[src/rtl/strl_pkg.sv]
// Shared constants, state type and lane conversion for the strided loader.
// Assumes eight 16-bit lanes in a 128-bit register.
package strl_pkg;
    localparam int LANES      = 8;
    localparam int LANE_W     = 16;
    localparam int REG_W      = LANES * LANE_W;
    localparam int REG_BYTES  = REG_W / 8;
    localparam int IDX_W      = $clog2(REG_BYTES);
    localparam int OFF_W      = 7;
    localparam int ALIGN_BITS = 3;
    localparam int SLOT_W     = $clog2(LANES);
    localparam int SCALE_SH   = 7;

    typedef enum logic [1:0] {
        ST_IDLE  = 2'd0,
        ST_FETCH = 2'd1,
        ST_DRAIN = 2'd2,
        ST_MERGE = 2'd3
    } ld_state_e;

    // Zero-extend a byte and scale it by 2^7 into a lane value.
    function automatic logic [LANE_W-1:0] byte_to_lane(input logic [7:0] b);
        logic [LANE_W-1:0] ext;
        ext = LANE_W'(b);
        return ext << SCALE_SH;
    endfunction
endpackage

[src/rtl/strl_addr_gen.sv]
// Address generator: captures window base and rotation at acceptance and
// produces the byte address for each lane slot. Assumes AW >= 12.
module strl_addr_gen
    import strl_pkg::*;
#(
    parameter int AW = 12
) (
    input  logic              clk,
    input  logic              rst_n,
    input  logic              capture,
    input  logic              rd_en,
    input  logic [AW-1:0]     base,
    input  logic [OFF_W-1:0]  offset,
    input  logic [IDX_W-1:0]  start,
    input  logic [SLOT_W-1:0] slot_idx,
    output logic [AW-1:0]     rd_addr
);
    localparam int OFF_SH = $clog2(REG_BYTES);

    logic [AW-1:0]    off_ext;
    logic [AW-1:0]    eff_addr;
    logic [AW-1:0]    win_d, win_q;
    logic [IDX_W-1:0] rot_d, rot_q;
    logic [IDX_W-1:0] step;
    logic [IDX_W-1:0] byte_sel;

    // Effective address, window base and rotation from the request fields.
    always_comb begin
        off_ext  = {{(AW-OFF_W){offset[OFF_W-1]}}, offset};
        eff_addr = base + (off_ext << OFF_SH);
        win_d    = {eff_addr[AW-1:ALIGN_BITS], {ALIGN_BITS{1'b0}}};
        rot_d    = IDX_W'(eff_addr[ALIGN_BITS-1:0]) - start;
    end

    // Hold window and rotation for the whole load.
    always_ff @(posedge clk) begin
        if (!rst_n) begin
            win_q <= '0;
            rot_q <= '0;
        end else if (capture) begin
            win_q <= win_d;
            rot_q <= rot_d;
        end
    end

    // Slot offset: stride four, upper four lanes shifted by eight, mod 16.
    always_comb begin
        step     = {slot_idx[1:0], 2'b00} + (slot_idx[2] ? IDX_W'(8) : IDX_W'(0));
        byte_sel = rot_q + step;
        rd_addr  = win_q + AW'(byte_sel);
    end

    AST_STRIDE_FOUR: assert property (@(posedge clk) disable iff (!rst_n)
        (rd_en && $past(rd_en) && slot_idx != 3'd0 && slot_idx != 3'd4)
            |-> (4'(rd_addr - $past(rd_addr)) == 4'd4));
endmodule

[src/rtl/strl_fetch_seq.sv]
// Fetch sequencer: accepts a request when idle, issues eight one-byte reads,
// captures returned bytes one cycle later as scaled lanes and signals merge.
// Assumes read data arrives exactly one cycle after each read strobe.
module strl_fetch_seq
    import strl_pkg::*;
(
    input  logic              clk,
    input  logic              rst_n,
    input  logic              req,
    input  logic [7:0]        rd_data,
    output logic              accept,
    output logic              busy,
    output logic              rd_en,
    output logic [SLOT_W-1:0] rd_slot,
    output logic              merge_go,
    output logic [REG_W-1:0]  lanes
);
    ld_state_e         state_q;
    logic [SLOT_W-1:0] cnt_q;
    logic              vld_q;
    logic [SLOT_W-1:0] vidx_q;
    logic [SLOT_W:0]   nreads_q;
    logic [LANE_W-1:0] lane_q [LANES];

    assign accept   = (state_q == ST_IDLE) && req;
    assign busy     = (state_q != ST_IDLE);
    assign rd_en    = (state_q == ST_FETCH);
    assign rd_slot  = cnt_q;
    assign merge_go = (state_q == ST_MERGE);

    // Sequence state and slot counter.
    always_ff @(posedge clk) begin
        if (!rst_n) begin
            state_q <= ST_IDLE;
            cnt_q   <= '0;
        end else begin
            case (state_q)
                ST_IDLE: if (req) begin
                    state_q <= ST_FETCH;
                    cnt_q   <= '0;
                end
                ST_FETCH: begin
                    cnt_q <= cnt_q + 1'b1;
                    if (cnt_q == SLOT_W'(LANES - 1)) state_q <= ST_DRAIN;
                end
                ST_DRAIN: state_q <= ST_MERGE;
                default:  state_q <= ST_IDLE;
            endcase
        end
    end

    // Track which slot the returning byte belongs to.
    always_ff @(posedge clk) begin
        if (!rst_n) begin
            vld_q  <= 1'b0;
            vidx_q <= '0;
        end else begin
            vld_q  <= rd_en;
            vidx_q <= cnt_q;
        end
    end

    // Count reads issued since acceptance, for the read-count check.
    always_ff @(posedge clk) begin
        if (!rst_n)      nreads_q <= '0;
        else if (accept) nreads_q <= '0;
        else if (rd_en)  nreads_q <= nreads_q + 1'b1;
    end

    // One lane register per slot, big-endian packing into the lane vector.
    for (genvar k = 0; k < LANES; k++) begin : g_lane
        always_ff @(posedge clk) begin
            if (!rst_n)
                lane_q[k] <= '0;
            else if (vld_q && vidx_q == SLOT_W'(k))
                lane_q[k] <= byte_to_lane(rd_data);
        end
        assign lanes[REG_W-1-k*LANE_W -: LANE_W] = lane_q[k];
    end

    AST_EIGHT_READS: assert property (@(posedge clk) disable iff (!rst_n)
        merge_go |-> (nreads_q == (SLOT_W+1)'(LANES)));
    AST_READ_WHILE_BUSY: assert property (@(posedge clk) disable iff (!rst_n)
        accept |=> rd_en);
endmodule

[src/rtl/strl_merge.sv]
// Byte merge: replaces destination bytes from start up to min(start+8,16)
// with the new lane bytes and keeps the rest. Purely combinational.
module strl_merge
    import strl_pkg::*;
(
    input  logic [REG_W-1:0] new_val,
    input  logic [REG_W-1:0] old_val,
    input  logic [IDX_W-1:0] start,
    output logic [REG_W-1:0] merged
);
    localparam int SPAN = LANES;

    for (genvar b = 0; b < REG_BYTES; b++) begin : g_byte
        logic in_rng;
        // Byte b is in range when start <= b < start + 8 (b < 16 caps the end).
        assign in_rng = ((IDX_W+1)'(b) >= {1'b0, start}) &&
                        ((IDX_W+1)'(b) <  ({1'b0, start} + (IDX_W+1)'(SPAN)));
        assign merged[REG_W-1-8*b -: 8] = in_rng ? new_val[REG_W-1-8*b -: 8]
                                                 : old_val[REG_W-1-8*b -: 8];
    end
endmodule

[src/rtl/strided_lane_loader.sv]
// Top: strided byte-to-lane vector loader. Captures request fields when
// idle, runs the fetch sequence and registers the merged result with a
// one-cycle done pulse. Assumes a one-cycle-latency byte memory.
module strided_lane_loader
    import strl_pkg::*;
#(
    parameter int AW = 12
) (
    input  logic              clk,
    input  logic              rst_n,
    input  logic              req,
    input  logic [AW-1:0]     base_addr,
    input  logic [OFF_W-1:0]  offset,
    input  logic [IDX_W-1:0]  start_idx,
    input  logic [REG_W-1:0]  dest_in,
    output logic              mem_rd_en,
    output logic [AW-1:0]     mem_addr,
    input  logic [7:0]        mem_rd_data,
    output logic              done,
    output logic [REG_W-1:0]  dest_out
);
    logic              accept;
    logic              busy;
    logic              merge_go;
    logic [SLOT_W-1:0] rd_slot;
    logic [REG_W-1:0]  lanes;
    logic [REG_W-1:0]  merged;
    logic [IDX_W-1:0]  start_q;
    logic [REG_W-1:0]  old_q;
    logic [REG_W-1:0]  dest_q;
    logic              done_q;

    strl_fetch_seq u_seq (
        .clk      (clk),
        .rst_n    (rst_n),
        .req      (req),
        .rd_data  (mem_rd_data),
        .accept   (accept),
        .busy     (busy),
        .rd_en    (mem_rd_en),
        .rd_slot  (rd_slot),
        .merge_go (merge_go),
        .lanes    (lanes)
    );

    strl_addr_gen #(.AW(AW)) u_addr (
        .clk      (clk),
        .rst_n    (rst_n),
        .capture  (accept),
        .rd_en    (mem_rd_en),
        .base     (base_addr),
        .offset   (offset),
        .start    (start_idx),
        .slot_idx (rd_slot),
        .rd_addr  (mem_addr)
    );

    strl_merge u_merge (
        .new_val (lanes),
        .old_val (old_q),
        .start   (start_q),
        .merged  (merged)
    );

    // Capture start index and previous register value at acceptance.
    always_ff @(posedge clk) begin
        if (!rst_n) begin
            start_q <= '0;
            old_q   <= '0;
        end else if (accept) begin
            start_q <= start_idx;
            old_q   <= dest_in;
        end
    end

    // Register the merged result and the completion pulse.
    always_ff @(posedge clk) begin
        if (!rst_n) begin
            dest_q <= '0;
            done_q <= 1'b0;
        end else begin
            done_q <= merge_go;
            if (merge_go) dest_q <= merged;
        end
    end

    assign done     = done_q;
    assign dest_out = dest_q;

    AST_DONE_ONE_CYCLE: assert property (@(posedge clk) disable iff (!rst_n)
        done_q |=> !done_q);
    AST_OUT_HOLD: assert property (@(posedge clk) disable iff (!rst_n)
        !$stable(dest_q) |-> done_q);
    AST_BUSY_REQ_IGNORED: assert property (@(posedge clk) disable iff (!rst_n)
        (busy && req) |=> ($stable(start_q) && $stable(old_q)));
    AST_NO_READ_WHEN_DONE: assert property (@(posedge clk) disable iff (!rst_n)
        done_q |-> !mem_rd_en);
endmodule

[config.mk]
export PLATFORM = sky130hd
export DESIGN_NAME = strided_lane_loader
export DESIGN_NICKNAME = d
export VERILOG_FILES = /design/src/rtl/strl_pkg.sv /design/src/rtl/strl_addr_gen.sv /design/src/rtl/strl_fetch_seq.sv /design/src/rtl/strl_merge.sv /design/src/rtl/strided_lane_loader.sv
export SDC_FILE = /design/constraint.sdc
export NUM_CORES = 1
export LEC_CHECK = 0
export ABC_AREA = 1
export BUFFER_PORTS_ARGS = -buffer_cell sky130_fd_sc_hd__buf_2
export CORE_UTILIZATION = 50
export DETAILED_ROUTE_END_ITERATION = 8
export PLACE_DENSITY = 0.86
export SYNTH_ARGS = -nofsm -noshare
export SYNTH_HDL_FRONTEND = slang
export SYNTH_HIERARCHICAL = 1
export SYNTH_SLANG_ARGS = --single-unit
export TNS_END_PERCENT = 5
[constraint.sdc]
create_clock -name clk -period 2.2 [get_ports clk]
set_clock_uncertainty 0.05 [all_clocks]
set_input_delay 0.22 -clock clk [delete_from_list [all_inputs] [get_ports clk]]
set_output_delay 0.22 -clock clk [all_outputs]
set_load 0.005 [all_outputs]
After elaboration in Yosys (flattened, before gate mapping)
Memories as Yosys holds them, arrays and structs flattened. Index checks and enable logic that the tools add are counted.

Register bits after elaboration: 283. Bits in writable memories: 64. Input port bits: 162. Output and inout bits: 142. Word-level logic and storage cells: 154. Memories kept: 1.

Add/sub/neg operators: 7. Magnitude comparators: 31. Equal/unequal tests: 13. Muxes and demuxes: 55. Bitwise operators: 8. Reduce and logical (&&, ||, !) cells: 29.

Memories: u_seq.lane_q (depth 8, bits a word 8, rd ports 8, clocked after memory_dff 0, write ports 8, line strl_fetch_seq.sv:23) `logic [LANE_W-1:0] lane_q [LANES];`.

Operators by type and width (number): 8-bit 2-to-1 mux (24); 4-bit by 5-bit less-than comparator with 1-bit output (first input constant) (8); 4-bit greater-or-equal comparator (first input constant) (7); 1-bit 2-to-1 mux (25); 1-bit logical AND (24); 3-bit by 5-bit less-than comparator with 1-bit output (first input constant) (4); 3-bit by 4-bit greater-or-equal comparator with 1-bit output (first input constant) (4); 3-bit equality test (second input constant) (5); 12-bit adder (1); 12-bit by 4-bit adder with 12-bit output (1); 1-bit by 5-bit less-than comparator with 1-bit output (first input constant) (2); 2-bit by 5-bit less-than comparator with 1-bit output (first input constant) (2); 4-bit adder (2); 1-bit by 4-bit greater-or-equal comparator with 1-bit output (first input constant) (2); 2-bit by 4-bit greater-or-equal comparator with 1-bit output (first input constant) (2); 1-bit OR (8); 3-bit by 2-bit equality test with 1-bit output (second input constant) (2); 2-bit case mux with 3 select lines (1); 3-bit case mux with 2 select lines (1); 4-bit by 4-bit adder with 5-bit output (second input constant) (1); 2-bit equality test (second input constant) (2); 2-bit 2-to-1 mux (2); 4-bit 2-to-1 mux (1); 2-bit AND reduction (2); other kinds (10) (10).

Longest topological paths before layout
Depth in word-level cells: 6. Mapped depth: 13. Gate-level depth less buffers: 11.

Hierarchy
Netlist, hierarchy kept.

Modules (own cells, without submodules): strided_lane_loader (times used 1, cells each 1650, area each 10801.6 um2); strl_fetch_seq (times used 1, cells each 291, area each 3265.6 um2); strl_merge (times used 1, cells each 413, area each 1973.1 um2); strl_addr_gen (times used 1, cells each 155, area each 1097.3 um2).

Least setup slack after synthesis
Ideal clock, no wire load.

Path type: reg-to-reg. Start point: register start_q[3]. End point: register dest_q[126], in the netlist dest_out[126]. Library setup time: 0.064 ns. Arrival: 2.045 ns. Required time: 2.086 ns. Path slack: 0.041 ns. Stages on the path, launching flop included: 13. Path buffers: 4. Cells stage by stage: dfxtp_1 -> inv_2 -> buf_2 -> buf_1 -> ha_1 -> buf_2 -> buf_1 -> nand3_1 -> nand2_1 -> inv_1 -> nand2_1 -> nand2_1 -> nor2_1.

Word-level cells in the longest chain between the ends: 4.

Ends and longest elaborated chain: start, declared (line strided_lane_loader.sv:28) `logic [IDX_W-1:0] start_q;`; start signal, assigned (line strided_lane_loader.sv:71) `start_q <= start_idx;`; 4-bit by 4-bit adder with 5-bit output (line strl_merge.sv:17) `((IDX_W+1)'(b) < ({1'b0, start} + (IDX_W+1)'(SPAN)));`; 1-bit by 5-bit less-than comparator with 1-bit output (line strl_merge.sv:17); 1-bit logical AND * (line strl_merge.sv:16) `assign in_rng = ((IDX_W+1)'(b) >= {1'b0, start}) &&`; 8-bit 2-to-1 mux * (line strl_merge.sv:18) `assign merged[REG_W-1-8*b -: 8] = in_rng ? new_val[REG_W-1-8*b -: 8]`; net merged[126] (line strided_lane_loader.sv:27) `logic [REG_W-1:0] merged;`; end signal, assigned (line strided_lane_loader.sv:83) `if (merge_go) dest_q <= merged;`; end, declared (line strided_lane_loader.sv:30) `logic [REG_W-1:0] dest_q;`.

The timed path passes the listed nets; every way through them passes the cells marked *. A chain may end at the register's enable or synchronous reset.

Final worst setup path
Start point: register u_seq.cnt_q[0], in the netlist u_seq/rd_slot[0]. End point: output port mem_addr[9].

Word-level cells in the longest chain between the ends: 3.

Ends and longest elaborated chain: start, declared (line strl_fetch_seq.sv:19) `logic [SLOT_W-1:0] cnt_q;`; start signal, assigned (line strl_fetch_seq.sv:43) `cnt_q <= cnt_q + 1'b1;`; 4-bit adder (line strl_addr_gen.sv:48) `step = {slot_idx[1:0], 2'b00} + (slot_idx[2] ? IDX_W'(8) : IDX_W'(0));`; 4-bit adder (line strl_addr_gen.sv:49) `byte_sel = rot_q + step;`; 12-bit by 4-bit adder with 12-bit output (line strl_addr_gen.sv:50) `rd_addr = win_q + AW'(byte_sel);`; end, declared (line strided_lane_loader.sv:17) `output logic [AW-1:0] mem_addr,`.

No other way between the ends.

==> impl_metrics.tcl <==
set metrics [dict create \
    slew_violations 0 \
    fin_crit_sh_pct 123.4 \
    path_buf_inv 2 \
    clkTransAtPathRegs_ps 60 \
    p_seq_share_pct 38.9 \
    worstPathArrival_ps 2450 \
    postRouteWirelength_um 46500 \
    leakagePower_nw 11.10 \
    gp_congestion 0.8386 \
    start_util_pct 50.97 \
    syn_area_um2 17130 \
    status "complete, but fails checks" \
    rows 67 \
    dieArea_um2 35010 \
    grt_pass1_vias 16100 \
    ios 304 \
    place_ws_ps -74.21 \
    avgSynthCellArea_um2 6.832 \
    p_int_mw 14.23 \
    crit_path_max_incr_delay_ps 360 \
    crit_fanout 4 \
    drtPass1Iterations 6 \
    drive_gt1_share_pct 15.41 \
    finalCriticalPeriod_ps 2715 \
    die_w_um 187.1 \
    cts_sinks 347 \
    final_util_pct 63.05 \
    grt_max_degree 87 \
    hold_path.class "in -> reg" \
    core_area_um2 33620 \
    fin_ws_ps -515.2 \
    clock_path_buffers 3 \
    syn_inst 2508 \
    track_usage_pct 26.24 \
    rsz0062_at_grt "yes" \
    power.density_nw_per_um2 1041 \
    io_buffers 303 \
    multi_input_area_um2 7406 \
    insertion_delay_ps 530 \
    swShare_pct 35.49 \
    ant_nets 0 \
    overflow 0 \
    critPathKind "reg -> out" \
    fillers 2688 \
    power_frac_comb_pct 32.7 \
    post_drt_wl_per_cell_um 13.72 \
    max_slew_margin_pct 61.24 \
    setup_violations 8 \
    via_count 16350 \
    clock.fmax_mhz 368.3 \
    via_per_inst 4.823 \
    cp.required_ps 1930 \
    violations "negative setup slack" \
    regArea_um2 7591 \
    cts_made_buffers 39 \
    grt_pass1_wl_um 76070 \
    max-vdd-ir-drop_uv 702.1 \
    area_delta_synth_final_pct 23.70 \
    nets 3098 \
    path_cells "ha_4 -> xnor2_2 -> xnor2_2 -> ha_2 -> ha_4 -> nand2_4 -> nor3b_4 -> buf_4 -> xor2_1 -> buf_2" \
    cts_tree "yes" \
    cp_top_family "adder cells" \
    yosysWarningCount 6 \
    critical_path.slowest_cell "dfxtp_4" \
    drv_cap 0 \
    antenna_found_initial 3 \
    clkPwrFrac_pct 28.4 \
    drc 0 \
    htreeDepth 2 \
    crit_path_end_kind "output pin" \
    cts-root-buf "clkbuf_16" \
    worst_setup_path_start_kind "flip-flop" \
    max_slew.worst_pin.slew_ps 581.4 \
    p_sw_mw 7.831 \
    drt_iter0_drc 1033 \
    finalHoldViolations 0 \
    die_h_um 187.1 \
    dpl.hpwl_um 29090 \
]
==> timing repair <==
action                                 in CTS  in global routing
setup endpoints to repair                   8                  8
pin swaps                                   4                  1
hold buffers                              133                  0
gates resized for setup                    12                  2
endpoints found under the hold margin     131                  0
buffers inserted                            1                  1
==> final timing paths <==
path | cells after the start | slack, ps | endpoint | startpoint
setup / recovery | 10 | -520 | mem_addr[9] | u_seq/rd_slot[0]
hold / removal | 5 | 30 | start_q[2] | start_idx[2]
setup reg to reg | 9 | 250 | dest_out[21] | start_q[1]
hold reg to reg | 2 | 420 | dest_out[118] | dest_out[118]
==> per-stage QoR <==
step	power (mW)	hold slack (ps)	cells	area, µm²	setup TNS [ps]
after floorplan	13.63	304.9	2571	17370	0
final	22.06	31.36	3390	21200	-2803
after global routing	23.55	39.60	3390	21200	-3361
after CTS	22.00	2.736	3386	21170	-2482
after global placement	15.19	393.3	3180	18540	-67.03
after detailed placement	15.45	410.6	3180	18540	-126.6
==> final cells by class <==
class	instances	area share, %
antenna	3	0.03542
clock buffer	52	5.030
clock inverter	20	0.7851
inverter	315	5.614
multi-input combinational	1739	34.94
sequential	347	35.81
tap	448	2.645
timing repair buffer	466	15.14
==> layer usage <==
layer / wire (µm) / part of all wire (%) / up-vias / GRT usage [%]
li1: - / - / 8129 / -
met1: 18470 / 40 / 7414 / 30.36
met5: 0 / 0 / - / 0
met2: 22940 / 49 / 638 / 46.74
met4: 1930 / 4.2 / 0 / 12.23
met3: 3159 / 6.8 / 168 / 4.784
==> placed cells by master (no fill, tap or decap), types with 3 or more instances in the layout <==
cell type,count
buf_4,20
ha_1,22
inv_1,309
nand2_1,821
nor2_4,3
xor2_1,8
inv_2,5
nand3b_1,4
conb_1,64
dlygate4sd3_1,133
buf_12,10
nand3_2,3
nand3_1,113
buf_2,302
nor2_2,3
o21ai_0,14
dfxtp_1,282
nor2_1,608
clkinv_1,6
xnor2_1,3
ha_4,3
edfxtp_1,64
diode_2,3
nand2_2,18
nand4_1,8
a21oi_1,11
clkbuf_16,40
mux2_2,16
clkbuf_1,10
clkinv_2,7
==> worst register-to-register path, delay by kind of cell, from the launching register on <==
kind	cells	cell delay (ps)
simple gates	6	560
flops	1	560
compound gates	1	440
buf+inv	2	240
==> power groups by stage <==
stage               registers [mW]  clock network, mW  logic (mW)
floorplan                     8.53                  0        5.10
global placement              8.58                  0        6.61
detailed placement            8.65                  0        6.80
CTS                           8.55               6.40        7.05
global route                  8.72               6.65        8.18
finish                        8.58               6.27        7.21
==> sequential cells by signal, indices dropped and copies added (netlist names) <==
register and cells:
dest_out 128, old_q 128, u_seq/lane_q 64, u_addr/win_q 9, start_q 4, u_addr/rot_q 4
u_seq/rd_slot 3, u_seq/vidx_q 3, u_seq/state_q 2, done 1, u_seq/vld_q 1
Note: power is estimated with default switching activity, not from simulation.
